$ cat config.mk
export PLATFORM = sky130hd
export DESIGN_NAME = range_router
export DESIGN_NICKNAME = d
export VERILOG_FILES = /design/src/rtl/range_router_pkg.sv /design/src/rtl/range_router_regs.sv /design/src/rtl/range_router_decode.sv /design/src/rtl/range_router.sv
export SDC_FILE = /design/constraint.sdc
export NUM_CORES = 1
export LEC_CHECK = 0
export BUFFER_PORTS_ARGS = -buffer_cell sky130_fd_sc_hd__buf_2
export CORE_MARGIN = 3
export CORE_UTILIZATION = 38
export CTS_BUF_LIST = sky130_fd_sc_hd__clkbuf_4
export CTS_CLUSTER_SIZE = 20
export DETAILED_ROUTE_END_ITERATION = 8
export PLACE_DENSITY = 0.76
export SYNTH_ARGS = -nofsm -noshare
export SYNTH_HDL_FRONTEND = slang
export SYNTH_SLANG_ARGS = --single-unit
$ cat constraint.sdc
create_clock -name clk -period 2.3 [get_ports clk]
set_clock_uncertainty 0.15 [all_clocks]
set_input_delay 0.46 -clock clk [delete_from_list [all_inputs] [get_ports clk]]
set_output_delay 0.46 -clock clk [all_outputs]
set_load 0.05 [all_outputs]
$ cat src/rtl/range_router_pkg.sv
package range_router_pkg;

    localparam int ADDR_W   = 32;
    localparam int GRAN_LSB = 20;
    localparam int FIELD_W  = ADDR_W - GRAN_LSB;
    localparam int REG_AW   = 12;

    localparam logic [REG_AW-1:0] OFS_BASE  = 12'hC00;
    localparam logic [REG_AW-1:0] OFS_LIMIT = 12'hC04;

    localparam logic [FIELD_W-1:0] RST_BASE   = 12'h001;
    localparam logic [FIELD_W-1:0] RST_LIMIT  = 12'hC00;
    localparam logic               RST_ENABLE = 1'b1;

    // Bits kept by each register on a write
    localparam logic [ADDR_W-1:0] BASE_KEEP  = {{FIELD_W{1'b1}}, {(GRAN_LSB-1){1'b0}}, 1'b1};
    localparam logic [ADDR_W-1:0] LIMIT_KEEP = {{FIELD_W{1'b1}}, {GRAN_LSB{1'b0}}};

    typedef enum logic {
        PORT_FABRIC = 1'b0,
        PORT_MEMORY = 1'b1
    } port_sel_e;

    typedef struct packed {
        logic [FIELD_W-1:0] base;
        logic [FIELD_W-1:0] limit;
        logic               enable;
    } window_t;

    function automatic logic [ADDR_W-1:0] base_word(input logic [FIELD_W-1:0] b, input logic en);
        return {b, {(GRAN_LSB-1){1'b0}}, en};
    endfunction

    function automatic logic [ADDR_W-1:0] limit_word(input logic [FIELD_W-1:0] l);
        return {l, {GRAN_LSB{1'b0}}};
    endfunction

    function automatic logic [FIELD_W-1:0] page_of(input logic [ADDR_W-1:0] a);
        return a[ADDR_W-1:GRAN_LSB];
    endfunction

endpackage

$ cat src/rtl/range_router_regs.sv
module range_router_regs
    import range_router_pkg::*;
(
    input  logic              clk,
    input  logic              rst,
    input  logic              wr_en,
    input  logic [REG_AW-1:0] addr,
    input  logic [ADDR_W-1:0] wdata,
    output logic [ADDR_W-1:0] rdata,
    output window_t           win
);

    logic [ADDR_W-1:0] base_q;
    logic [ADDR_W-1:0] limit_q;

    always_ff @(posedge clk) begin
        if (rst) begin
            base_q  <= base_word(RST_BASE, RST_ENABLE);
            limit_q <= limit_word(RST_LIMIT);
        end else if (wr_en) begin
            if (addr == OFS_BASE)
                base_q <= wdata & BASE_KEEP;
            if (addr == OFS_LIMIT)
                limit_q <= wdata & LIMIT_KEEP;
        end
    end

    always_comb begin
        unique case (addr)
            OFS_BASE:  rdata = base_q;
            OFS_LIMIT: rdata = limit_q;
            default:   rdata = '0;
        endcase
    end

    always_comb begin
        win.base   = page_of(base_q);
        win.limit  = page_of(limit_q);
        win.enable = base_q[0];
    end

endmodule

$ cat src/rtl/range_router_decode.sv
module range_router_decode
    import range_router_pkg::*;
(
    input  window_t            win,
    input  logic [FIELD_W-1:0] page,
    output port_sel_e          sel
);

    logic at_or_above_base;
    logic below_limit;

    always_comb begin
        at_or_above_base = (page >= win.base);
        below_limit      = (page <  win.limit);
        // An empty window (base >= limit) never satisfies both terms
        if (win.enable && at_or_above_base && below_limit)
            sel = PORT_MEMORY;
        else
            sel = PORT_FABRIC;
    end

endmodule

$ cat src/rtl/range_router.sv
module range_router
    import range_router_pkg::*;
(
    input  logic              clk,
    input  logic              rst,
    input  logic              reg_wr_en,
    input  logic [REG_AW-1:0] reg_addr,
    input  logic [ADDR_W-1:0] reg_wdata,
    output logic [ADDR_W-1:0] reg_rdata,
    input  logic [ADDR_W-1:0] req_addr,
    output logic              route_sel,
    output logic [ADDR_W-1:0] route_addr
);

    window_t   cfg;
    port_sel_e sel;

    range_router_regs u_regs (
        .clk   (clk),
        .rst   (rst),
        .wr_en (reg_wr_en),
        .addr  (reg_addr),
        .wdata (reg_wdata),
        .rdata (reg_rdata),
        .win   (cfg)
    );

    range_router_decode u_decode (
        .win  (cfg),
        .page (page_of(req_addr)),
        .sel  (sel)
    );

    assign route_sel  = (sel == PORT_MEMORY);
    assign route_addr = req_addr;

endmodule

==> results.json <==
{
  "clk_pin_slew_worst_paths_ns": 0.13,
  "syn-instance-count": 261,
  "pwr-share-comb": 0.308,
  "insertion_delay_ns": 0.32,
  "nNetsFinal": 433,
  "cts_root_buf": "clkbuf_4",
  "core.rowCount": 25,
  "grt_pass1_vias": 1916,
  "cts_hold_buf": 0,
  "reg2reg_slack_ns": 1.30,
  "numCtsBuffers": 3,
  "rsz0062_at_grt": "true",
  "power.leakage_nw": 1.31,
  "synth_top_area_cell": "dfxtp_1",
  "start_kind": "register",
  "coreArea_mm2": 0.00494,
  "antenna_found_initial": 0,
  "start_util": 0.410,
  "avgViaCountPerCell": 4.71,
  "setup-violations-final": 14,
  "synth.area.top_cells": "dfxtp_1 25%, buf_4 19%, ha_1 14%",
  "cp.arrival_ns": 2.10,
  "ys.warnings.count": 0,
  "grt.total_usage": 0.181,
  "post-route-period-util": 1.18,
  "route.met3.wl_um": 371,
  "clock_path_buffers": 2,
  "syn_area_mm2": 0.00203,
  "final_cell_mix": "49 x buf_2, 46 x nand2_1, 38 x buf_4",
  "layout_commonest_cell": "buf_2",
  "critPathCaptureType": "primary output",
  "ys_seq_area_frac": 0.247,
  "met1_length_um": 2230,
  "dieArea_mm2": 0.00625,
  "fin_crit_ns": 2.71,
  "seq_area_um2": 517,
  "gp_congestion": 0.766,
  "required_ns": 1.69,
  "wirelength_um": 5560,
  "multi_input_area_mm2": 0.00144,
  "grt_pass1_wl_um": 8910,
  "placedCellCount": 389,
  "violations": "negative setup slack",
  "whs_path_depth": 3,
  "die_h_um": 79.0,
  "area_growth_syn_to_layout_pct": 45.9,
  "instances_no_fill": 397,
  "drive_above_1_share": 0.509,
  "fin_util": 0.598,
  "drc": 0,
  "portBuffers": 65,
  "worstPathMaxFanout": 2,
  "ant_nets": 0,
  "fmax_mhz": 369,
  "switching_share": 0.360,
  "highest_layer": "met4",
  "cap_violations": 0,
  "min-delay-start": "reg_wdata[0]",
  "grt_max_degree": 30,
  "power.internal_mw": 0.587,
  "cts_tree": "done",
  "critPathKind": "register to primary output",
  "dp_hpwl_um": 4190,
  "hold_violations": 0,
  "slew_violations": 0,
  "wl_met2_um": 2920,
  "power.density_mw_per_mm2": 310,
  "hold_path.class": "input pin to register",
  "synth.avg_cell_area_um2": 7.77,
  "wl_per_cell_um": 14.0,
  "drt_first_pass_iters": 4,
  "ff2ff_path_depth": 3,
  "fill_cells": 457,
  "synth_top_area_frac": 0.247,
  "cts.sinks": 25,
  "timing.rr.end": "u_regs.base_q[20]",
  "cts_max_level": 1,
  "status": "complete, but fails checks",
  "power_frac_clock": 0.220,
  "hold_end": "u_regs.base_q[0]",
  "seqPwrFrac": 0.472,
  "ys_types": 29,
  "final.setup.worst_slack_ns": -0.410,
  "drt_iter0_markers": 60,
  "ys_ff_latch": 25,
  "io_pins": 144,
  "r2r_start": "u_regs.base_q[20]",
  "n_antenna_cell": 0,
  "route.vias.total": 1870,
  "p_switching_mw": 0.331,
  "grt.overflow.total": 0,
  "vdd_drop_max_mv": 0.281,
  "fp.dieW_um": 79.0
}
-- power by group through the flow --
stage | clock network (mW) | logic (mW) | registers [mW]
finish | 0.202 | 0.282 | 0.433
global route | 0.229 | 0.303 | 0.433
global placement | 0 | 0.251 | 0.443
detailed placement | 0 | 0.255 | 0.443
floorplan | 0 | 0.312 | 0.443
CTS | 0.211 | 0.268 | 0.433
-- how the worst max path moves through the flow --
stage           endpoint              start  slack [ns]  cells past startpoint
2_1_floorplan  route_sel       req_addr[25]       -0.21                      6
3_3_place_gp   route_sel       req_addr[20]       -0.54                      9
3_5_place_dp   route_sel       req_addr[20]       -0.55                      9
4_1_cts        route_sel  u_regs.base_q[20]       -0.49                      7
5_1_grt        route_sel  u_regs.base_q[30]       -0.52                      8
6_report       route_sel  u_regs.base_q[20]       -0.41                      7
-- through the flow --
| stage | area [um2] | TNS, ns | setup slack (ns) | hold slack, ns | total power, mW |
|---|---|---|---|---|---|
| 6_report | 2960 | -3.73 | -0.410 | 0.204 | 0.917 |
| 5_1_grt | 2960 | -4.55 | -0.522 | 0.187 | 0.965 |
| 4_1_cts | 2880 | -4.28 | -0.489 | 0.193 | 0.913 |
| 3_5_place_dp | 2600 | -8.51 | -0.549 | 0.340 | 0.698 |
| 3_3_place_gp | 2600 | -7.86 | -0.539 | 0.312 | 0.693 |
| 2_1_floorplan | 2350 | -2.43 | -0.210 | 0.299 | 0.755 |
-- state kept, by name (all words and copies together), names as in the netlist --
register / flops
u_regs.base_q: 13
u_regs.limit_q: 12
-- cells in the mapped netlist --
cell and n:
nor2_1 6, clkbuf_1 3, conb_1 1, buf_2 4, ha_1 23, buf_4 52, and2_4 1, nor3_1 8
or4_1 1, nand3_1 3, dfxtp_1 25, a221o_1 1, a22o_1 12, and2_1 2, nand2b_1 2, or4b_4 1
inv_1 24, o21ai_0 1, nor4b_1 1, a21o_1 4, o21a_1 1, buf_6 1, nand2_1 46, nand4_1 4
or3b_2 1, nor4_4 2, a2111oi_0 2, a21oi_1 28, nor4_1 1
-- logic make-up after synthesis --
logic type / share of synthesized area
buffers and inverters: 0.258
and+or+nand+nor: 0.196
AOI/OAI and AO/OA: 0.156
DFF: 0.247
adders and majority gates: 0.142
other: 0.00185
-- routing by layer --
metal | global-route usage | up-vias
met3 | 0.0374 | 6
met1 | 0.212 | 859
met2 | 0.336 | 60
met4 | 0.0361 | 0
met5 | 0 | -
li1 | - | 945
-- critical path: stages (launching register included) --
cell	delay, ns
dfxtp_2	0.38
ha_4	0.19
nand2b_4	0.14
a2111oi_4	0.39
nor4_4	0.10
a2111oi_4	0.33
nor4b_4	0.08
buf_6	0.16
-- area by class of cell --
| type | count | share of cell area |
|---|---|---|
| repair buffers | 107 | 0.272 |
| clock buffers | 3 | 0.00761 |
| flip-flops and latches | 25 | 0.175 |
| clock inverters | 1 | 0.00169 |
| inverters | 24 | 0.0305 |
| multi-input cells | 170 | 0.485 |
| well taps | 67 | 0.0283 |
-- timing repair --
item / in CTS / in global routing
gates resized for setup: 54 / 25
pin swaps: 10 / 9
buffers inserted: 4 / 2
endpoints found under the setup margin: 14 / 14
(Power assumes the default switching activity.)
